File: src/rtl/lcd_bus_pkg.sv
package lcd_bus_pkg;
  localparam int BUS_W  = 8;
  localparam int WORD_W = 32;
  localparam int LANES  = WORD_W / BUS_W;
  localparam int LANE_W = $clog2(LANES);

  typedef enum logic [1:0] {
    SZ_BYTE = 2'd0,
    SZ_HALF = 2'd1,
    SZ_WORD = 2'd2,
    SZ_WALT = 2'd3
  } xfer_size_e;

  // Index of the last byte lane used by an access of the given size.
  function automatic logic [LANE_W-1:0] last_lane(input logic [1:0] sz);
    case (xfer_size_e'(sz))
      SZ_BYTE: last_lane = LANE_W'(0);
      SZ_HALF: last_lane = LANE_W'(1);
      default: last_lane = LANE_W'(LANES - 1);
    endcase
  endfunction

  // Zero the bytes that lie beyond the access size.
  function automatic logic [WORD_W-1:0] size_mask(input logic [WORD_W-1:0] d,
                                                  input logic [1:0] sz);
    logic [WORD_W-1:0] m;
    m = '0;
    for (int i = 0; i < LANES; i++) begin
      if (LANE_W'(i) <= last_lane(sz)) m[i*BUS_W +: BUS_W] = '1;
    end
    size_mask = d & m;
  endfunction
endpackage

File: src/rtl/lcd_tick_gen.sv
module lcd_tick_gen #(
  parameter int PRE_W = 5
) (
  input  logic       clk,
  input  logic       rst_n,
  input  logic [1:0] sel,
  output logic       tick
);
  logic [PRE_W-1:0] cnt_q, cnt_d;

  always_comb begin
    cnt_d = cnt_q + PRE_W'(1);
  end

  always_ff @(posedge clk or negedge rst_n) begin
    if (!rst_n) cnt_q <= '0;
    else        cnt_q <= cnt_d;
  end

  always_comb begin
    case (sel)
      2'd0:    tick = 1'b1;
      2'd1:    tick = cnt_q[0];
      2'd2:    tick = &cnt_q[1:0];
      default: tick = &cnt_q;
    endcase
  end

  AST_HALF_RATE_GAP: assert property (@(posedge clk) disable iff (!rst_n)
    (sel == 2'd1) && tick |=> (sel != 2'd1) || !tick);
  AST_QUARTER_RATE_GAP: assert property (@(posedge clk) disable iff (!rst_n)
    (sel == 2'd2) && tick |=> (sel != 2'd2) || !tick);
endmodule

File: src/rtl/lcd_wbuf.sv
module lcd_wbuf
  import lcd_bus_pkg::*;
(
  input  logic              clk,
  input  logic              rst_n,
  input  logic              push,
  input  logic [WORD_W-1:0] push_data,
  input  logic [1:0]        push_size,
  input  logic              pop,
  output logic              valid,
  output logic [WORD_W-1:0] data,
  output logic [1:0]        size
);
  logic              valid_d;
  logic [WORD_W-1:0] data_d;
  logic [1:0]        size_d;

  always_comb begin
    valid_d = valid;
    data_d  = data;
    size_d  = size;
    if (push) begin
      valid_d = 1'b1;
      data_d  = push_data;
      size_d  = push_size;
    end else if (pop) begin
      valid_d = 1'b0;
    end
  end

  always_ff @(posedge clk or negedge rst_n) begin
    if (!rst_n) begin
      valid <= 1'b0;
      data  <= '0;
      size  <= '0;
    end else begin
      valid <= valid_d;
      data  <= data_d;
      size  <= size_d;
    end
  end

  AST_NO_OVERWRITE: assert property (@(posedge clk) disable iff (!rst_n)
    push |-> !valid);
  AST_POP_ONLY_FULL: assert property (@(posedge clk) disable iff (!rst_n)
    pop |-> valid);
endmodule

File: src/rtl/lcd_byte_engine.sv
module lcd_byte_engine
  import lcd_bus_pkg::*;
#(
  parameter int WST_W = 4,
  parameter int CYC_W = 4
) (
  input  logic              clk,
  input  logic              rst_n,
  input  logic              tick,
  input  logic [WST_W-1:0]  wst,
  input  logic [CYC_W-1:0]  cyc,
  input  logic              src_valid,
  input  logic              src_write,
  input  logic [1:0]        src_size,
  input  logic [WORD_W-1:0] src_data,
  output logic              src_take,
  output logic              free,
  output logic              active,
  output logic              is_write,
  output logic              strobe,
  output logic [BUS_W-1:0]  bus_byte,
  input  logic [BUS_W-1:0]  db_in,
  output logic              done,
  output logic [WORD_W-1:0] rd_word
);
  localparam int TW = ((WST_W > CYC_W) ? WST_W : CYC_W) + 1;

  logic [TW-1:0]     wst_x, cyc_x, last_t, strobe_end;
  logic [TW-1:0]     t_q, t_d;
  logic [LANE_W-1:0] bidx_q, bidx_d, nm1_q, nm1_d;
  logic              active_d, wr_d, strobe_d;
  logic [WORD_W-1:0] word_q, word_d, rd_q, rd_d;
  logic              byte_end, final_end, capture;

  always_comb begin
    wst_x      = TW'(wst);
    cyc_x      = TW'(cyc);
    strobe_end = wst_x + TW'(1);
    last_t     = (cyc_x > strobe_end) ? cyc_x : (wst_x + TW'(2));
  end

  always_comb begin
    byte_end  = active && tick && (t_q == last_t);
    final_end = byte_end && (bidx_q == nm1_q);
    free      = !active || final_end;
    src_take  = src_valid && free;
    capture   = active && !is_write && tick && (t_q == strobe_end);
  end

  always_comb begin
    active_d = active;
    wr_d     = is_write;
    nm1_d    = nm1_q;
    bidx_d   = bidx_q;
    t_d      = t_q;
    word_d   = word_q;
    rd_d     = rd_q;
    if (capture) rd_d[32'(bidx_q)*BUS_W +: BUS_W] = db_in;
    if (src_take) begin
      active_d = 1'b1;
      wr_d     = src_write;
      nm1_d    = last_lane(src_size);
      bidx_d   = '0;
      t_d      = '0;
      word_d   = src_data;
      rd_d     = '0;
    end else if (byte_end) begin
      t_d = '0;
      if (bidx_q == nm1_q) active_d = 1'b0;
      else                 bidx_d   = bidx_q + LANE_W'(1);
    end else if (active && tick) begin
      t_d = t_q + TW'(1);
    end
    strobe_d = active_d && (t_d != '0) && (t_d <= strobe_end);
  end

  always_ff @(posedge clk or negedge rst_n) begin
    if (!rst_n) begin
      active   <= 1'b0;
      is_write <= 1'b0;
      nm1_q    <= '0;
      bidx_q   <= '0;
      t_q      <= '0;
      word_q   <= '0;
      rd_q     <= '0;
      strobe   <= 1'b0;
    end else begin
      active   <= active_d;
      is_write <= wr_d;
      nm1_q    <= nm1_d;
      bidx_q   <= bidx_d;
      t_q      <= t_d;
      word_q   <= word_d;
      rd_q     <= rd_d;
      strobe   <= strobe_d;
    end
  end

  assign bus_byte = word_q[32'(bidx_q)*BUS_W +: BUS_W];
  assign done     = final_end;
  assign rd_word  = rd_q;

  AST_TICK_IN_RANGE: assert property (@(posedge clk) disable iff (!rst_n)
    active |-> t_q <= last_t);
  AST_LANE_IN_RANGE: assert property (@(posedge clk) disable iff (!rst_n)
    active |-> bidx_q <= nm1_q);
  AST_STROBE_IN_XFER: assert property (@(posedge clk) disable iff (!rst_n)
    strobe |-> active);
  AST_DATA_HELD: assert property (@(posedge clk) disable iff (!rst_n)
    strobe && $past(strobe) |-> $stable(bus_byte));
endmodule

File: src/rtl/lcd_bus_if.sv
module lcd_bus_if
  import lcd_bus_pkg::*;
#(
  parameter int WST_W = 4,
  parameter int CYC_W = 4,
  parameter int PRE_W = 5
) (
  input  logic              clk,
  input  logic              rst_n,
  input  logic              mode_6800,
  input  logic [1:0]        tick_sel,
  input  logic [WST_W-1:0]  wst,
  input  logic [CYC_W-1:0]  cyc,
  input  logic              cmd_valid,
  input  logic              cmd_write,
  input  logic [1:0]        cmd_size,
  input  logic [WORD_W-1:0] cmd_wdata,
  output logic              cmd_ready,
  output logic [WORD_W-1:0] data_reg,
  output logic [WORD_W-1:0] read_reg,
  output logic              busy,
  output logic              irq,
  input  logic              irq_clr,
  output logic [BUS_W-1:0]  db_out,
  input  logic [BUS_W-1:0]  db_in,
  output logic              db_oe,
  output logic              ctl_a,
  output logic              ctl_b
);
  logic              tick;
  logic              buf_valid, buf_push, buf_pop;
  logic [WORD_W-1:0] buf_data;
  logic [1:0]        buf_size;
  logic              src_valid, src_take, eng_free, eng_active, eng_wr;
  logic              eng_strobe, eng_done;
  logic [1:0]        src_size;
  logic [WORD_W-1:0] rd_word;
  logic [WORD_W-1:0] data_d, read_d;
  logic              irq_d;

  lcd_tick_gen #(.PRE_W(PRE_W)) u_tick (
    .clk(clk), .rst_n(rst_n), .sel(tick_sel), .tick(tick)
  );

  always_comb begin
    buf_push  = cmd_valid && cmd_write && !buf_valid;
    src_valid = buf_valid || (cmd_valid && !cmd_write);
    src_size  = buf_valid ? buf_size : cmd_size;
    buf_pop   = buf_valid && src_take;
    cmd_ready = cmd_write ? !buf_valid : (!buf_valid && eng_free);
  end

  lcd_wbuf u_wbuf (
    .clk(clk), .rst_n(rst_n),
    .push(buf_push), .push_data(cmd_wdata), .push_size(cmd_size),
    .pop(buf_pop), .valid(buf_valid), .data(buf_data), .size(buf_size)
  );

  lcd_byte_engine #(.WST_W(WST_W), .CYC_W(CYC_W)) u_eng (
    .clk(clk), .rst_n(rst_n), .tick(tick), .wst(wst), .cyc(cyc),
    .src_valid(src_valid), .src_write(buf_valid), .src_size(src_size),
    .src_data(buf_data), .src_take(src_take), .free(eng_free),
    .active(eng_active), .is_write(eng_wr), .strobe(eng_strobe),
    .bus_byte(db_out), .db_in(db_in), .done(eng_done), .rd_word(rd_word)
  );

  always_comb begin
    data_d = data_reg;
    read_d = read_reg;
    if (eng_done && !eng_wr) begin
      data_d = rd_word;
      read_d = rd_word;
    end
    if (buf_push) data_d = size_mask(cmd_wdata, cmd_size);
    irq_d = eng_done ? 1'b1 : (irq_clr ? 1'b0 : irq);
  end

  always_ff @(posedge clk or negedge rst_n) begin
    if (!rst_n) begin
      data_reg <= '0;
      read_reg <= '0;
      irq      <= 1'b0;
    end else begin
      data_reg <= data_d;
      read_reg <= read_d;
      irq      <= irq_d;
    end
  end

  always_comb begin
    busy  = eng_active;
    db_oe = eng_active && eng_wr;
    if (mode_6800) begin
      ctl_a = !(eng_active && eng_wr);
      ctl_b = eng_strobe;
    end else begin
      ctl_a = !(eng_strobe && eng_wr);
      ctl_b = !(eng_strobe && !eng_wr);
    end
  end

  AST_IRQ_HOLD: assert property (@(posedge clk) disable iff (!rst_n)
    irq && !irq_clr |=> irq);
  AST_IRQ_CLEAR: assert property (@(posedge clk) disable iff (!rst_n)
    irq_clr && !eng_done |=> !irq);
  AST_BUSY_FALL_FLAGS: assert property (@(posedge clk) disable iff (!rst_n)
    $fell(busy) |-> irq);
  AST_READ_NEEDS_IDLE: assert property (@(posedge clk) disable iff (!rst_n)
    cmd_valid && !cmd_write && cmd_ready |-> !buf_valid && eng_free);
endmodule

File: config.mk
export PLATFORM = sky130hd
export DESIGN_NAME = lcd_bus_if
export DESIGN_NICKNAME = d
export VERILOG_FILES = /design/src/rtl/lcd_bus_pkg.sv /design/src/rtl/lcd_tick_gen.sv /design/src/rtl/lcd_wbuf.sv /design/src/rtl/lcd_byte_engine.sv /design/src/rtl/lcd_bus_if.sv
export SDC_FILE = /design/constraint.sdc
export NUM_CORES = 1
export LEC_CHECK = 0
export ABC_AREA = 1
export BUFFER_PORTS_ARGS = -buffer_cell sky130_fd_sc_hd__buf_2
export CORE_AREA = 2 2 171 173
export CTS_CLUSTER_SIZE = 10
export DETAILED_ROUTE_END_ITERATION = 12
export DIE_AREA = 0 0 173 175
export HOLD_SLACK_MARGIN = 0.03
export PLACE_DENSITY = 0.58
export SYNTH_ARGS = -nofsm -noshare
export SYNTH_HDL_FRONTEND = slang
export SYNTH_SLANG_ARGS = --single-unit
File: constraint.sdc
create_clock -name clk -period 3.03 [get_ports clk]
set_input_delay 0.303 -clock clk [delete_from_list [all_inputs] [get_ports clk]]
set_output_delay 0.303 -clock clk [all_outputs]
set_load 0.02 [all_outputs]
==> impl_metrics.csv <==
group,metric,value,unit
power_and_ir_drop,p_total,9.34,mW
route,vias,7198,
setup_path,critical_path_class,"in2reg",
clock_network,clock_path_buffers,2,
setup_path,reg2reg_depth,21,
timing,maxSlewHeadroom,57.1,%
timing,hold_violations,0,
route,drtIter0Drc,587,
route,routed_wl,25400,um
clock_network,cts_num_sinks,181,
timing,rsz0062_at_grt,"yes",
run_status,status,"finished clean",
setup_path,endpoint,"u_eng.strobe$_DFF_PN0_",
clock_network,ctsHtreeMaxLevel,4,
timing,fin_crit,3.00,ns
setup_path,arrival,3.38,ns
setup_path,r2r-end,"u_eng.strobe$_DFF_PN0_",
setup_path,cp-startpoint,"wst[0]",
clock_network,cts_tree,"built",
clock_network,path_clk_slew,0.07,ns
hold_path,hold_path.class,"in2reg",
global_routing,grt_first_pass_wirelength,39100,um
timing,skew,0.0140,ns
clock_network,ctsRootBufferMaster,"clkbuf_16",
timing,max_freq,333,MHz
final_layout,drive_gt1_share,26.1,%
place,dp.cells,1501,
setup_path,cp_max_fo,8,
route,drc,0,
power_and_ir_drop,power_leakage,5.78,nW
final_layout,fin_util,37.7,%
floorplanning,initial_utilization,29.6,%
clock_network,cts_inserted_buffers,17,
yosys,synth_flop_cell,"dfrtp_1",
setup_path,start_kind,"input pin",
global_routing,grt_antenna_before_repair,1,
global_routing,track_usage,16.6,%
yosys,ys_async_sr_fraction,100,%
place,gp_congestion,0.874,
power_and_ir_drop,powerDensity,872,mW/mm^2
global_routing,grt-ovfl-total,0,
route,wl_per_cell,16.4,um
yosys,synth.distinct_cells,34,
clock_network,clock_latency,0.44,ns
global_routing,grt_pass1_vias,7132,
setup_path,r2r-start,"u_tick.cnt_q[0]$_DFF_PN0_",
timing,max_slew.worst_pin.slew,0.644,ns
floorplanning,dieHeight,175,um
final_layout,area_growth_syn_to_layout,27.5,%
power_and_ir_drop,ir_drop,342,uV
yosys,syn-num-nets,1060,
timing,finalSetupViolCount,0,
floorplanning,dieArea,0.0303,mm^2
place,place_hpwl,18300,um
yosys,synth.avg_cell_area,8.55,um^2
yosys,syn_area,0.00840,mm^2
yosys,synth_edf_count,0,
yosys,ys_warn_count,0,
final_layout,stdcell_count,1549,
hold_path,hold_depth,2,
timing,min_period_over_period,99.0,%
setup_path,critPathCaptureType,"flop",
place,portBuffers,135,
route,postRouteAntennaNets,0,
route,vias_per_cell,4.65,
floorplanning,dieWidth,173,um
final_layout,fill_cells,2941,
global_routing,grt_start_max_net_pins,68,
yosys,synth-seq-cells,181,
floorplanning,num_rows,62,
setup_path,reg2reg_slack,0.13,ns
yosys,yosysSeqAreaShare,53.9,%
route,drt_first_pass_iters,5,
floorplanning,io_pins,136,
yosys,synthCells,983,
run,drv_cap,0,
final_layout,fin_nets,1228,
timing,finalMaxSlewViolations,0,
setup_path,cp.required,3.41,ns
floorplanning,core,0.0284,mm^2
where the power goes:
group | total, mW | leakage, nW | switching [mW] | internal [mW]
clock | 2.33 | 0.292 | 0.963 | 1.37
combinational | 3.41 | 3.12 | 2.17 | 1.25
sequential | 3.60 | 2.37 | 0.493 | 3.11
total | 9.34 | 5.78 | 3.62 | 5.72
placed cells by master, fill, tap and decap left out, types with 6 or more instances in the layout:
cell type / instances
dfrtp_1: 181
nand3_1: 40
ha_4: 7
xor2_1: 8
clkbuf_16: 17
inv_2: 6
a21oi_1: 38
inv_1: 64
buf_2: 131
nand2_4: 7
ha_1: 11
o21ai_0: 44
buf_4: 45
o22ai_1: 9
nor2_1: 58
nor2_4: 6
nand4_1: 8
nand2_1: 383
buf_6: 7
o211ai_2: 29
Yosys cell counts, drive strengths merged, types with 8 or more instances:
cell	count	share of area, %
a21oi	38	2.3
buf	23	2.0
clkbuf	18	0.80
dfrtp	181	54
ha	19	2.8
inv	72	3.2
nand2	395	18
nand3	45	2.8
nand4	8	0.60
nor2	69	3.4
o211ai	32	4.6
o21ai	45	2.7
o22ai	9	0.67
xor2	8	0.83
metal layers:
| metal | global-route usage [%] | up-vias | share of wire [%] |
|---|---|---|---|
| li1 | - | 3463 | - |
| met1 | 21.9 | 3488 | 44 |
| met2 | 27.3 | 211 | 48 |
| met3 | 3.66 | 36 | 5.6 |
| met4 | 4.94 | 0 | 2.0 |
| met5 | 0 | - | 0 |
layout make-up:
class                           instances  area [um^2]  share of cell area (%)
Inverter                               75          289                    2.70
Antenna cell                            1         2.50                  0.0233
Timing Repair Buffer                  189         1170                    10.9
Sequential cell                       181         4530                    42.3
Clock buffer                           21          470                    4.39
Clock inverter                         11          148                    1.38
Tap cell                              384          480                    4.48
Multi-Input combinational cell        687         3630                    33.8
worst min path at each step:
stage               startpoint                  endpoint  slack, ns
floorplan                rst_n   data_reg[0]$_DFFE_PN0P_      0.007
global placement         rst_n  read_reg[19]$_DFFE_PN0P_       0.36
detailed placement       rst_n  read_reg[17]$_DFFE_PN0P_       0.36
CTS                    irq_clr           irq$_DFFE_PN0P_       0.04
global route           irq_clr           irq$_DFFE_PN0P_       0.08
finish                 irq_clr           irq$_DFFE_PN0P_       0.06
logic make-up (layout without fill, tap and decap cells):
logic type,count (synthesis),count (layout),share of synthesized area (%)
and+or+nand+nor,529,530,25.4
DFF,181,181,53.9
AOI/OAI and AO/OA,127,127,10.5
buffers and inverters,116,296,6.19
adders and majority gates,19,19,2.83
xor gates and xnor gates,11,11,1.15
other,0,1,0
stage by stage:
stage | TNS [ns] | hold slack (ns) | setup slack, ns | cell area (um^2)
CTS | 0 | 0.0424 | 0.00357 | 10400
detailed placement | -31.08 | 0.363 | -0.506 | 9740
global route | -0.460 | 0.0771 | -0.205 | 10700
global placement | -25.70 | 0.360 | -0.430 | 9740
finish | 0 | 0.0574 | 0.0310 | 10700
floorplan | -0.271 | 0.00741 | -0.271 | 8500
repair_timing:
action / CTS / global route
endpoints found under the hold margin: 64 / 0
buffers inserted: 4 / 9
pin swaps: 8 / 26
hold buffers: 1 / 0
resized for setup: 10 / 45
gates cloned: 0 / 1
endpoints found under the setup margin: 2 / 58
worst max-delay path: stages:
cell and delay (ns):
buf_2 0.13, ha_4 0.18, xnor2_4 0.20, ha_4 0.23, a21oi_1 0.11, nand2_1 0.06, nand2_1 0.09, nand2_4 0.10
nand2_8 0.11, nand2_1 0.06, nand3_1 0.06, nand2_1 0.06, nor2_2 0.16, buf_4 0.13, nand4_1 0.18, nand3_4 0.19
inv_6 0.06, nor2_4 0.12, ha_4 0.22, a21oi_1 0.17, o221ai_2 0.13, a22oi_1 0.18, nand2_1 0.07, inv_1 0.05
No activity file was read; power rests on OpenSTA's default activity.
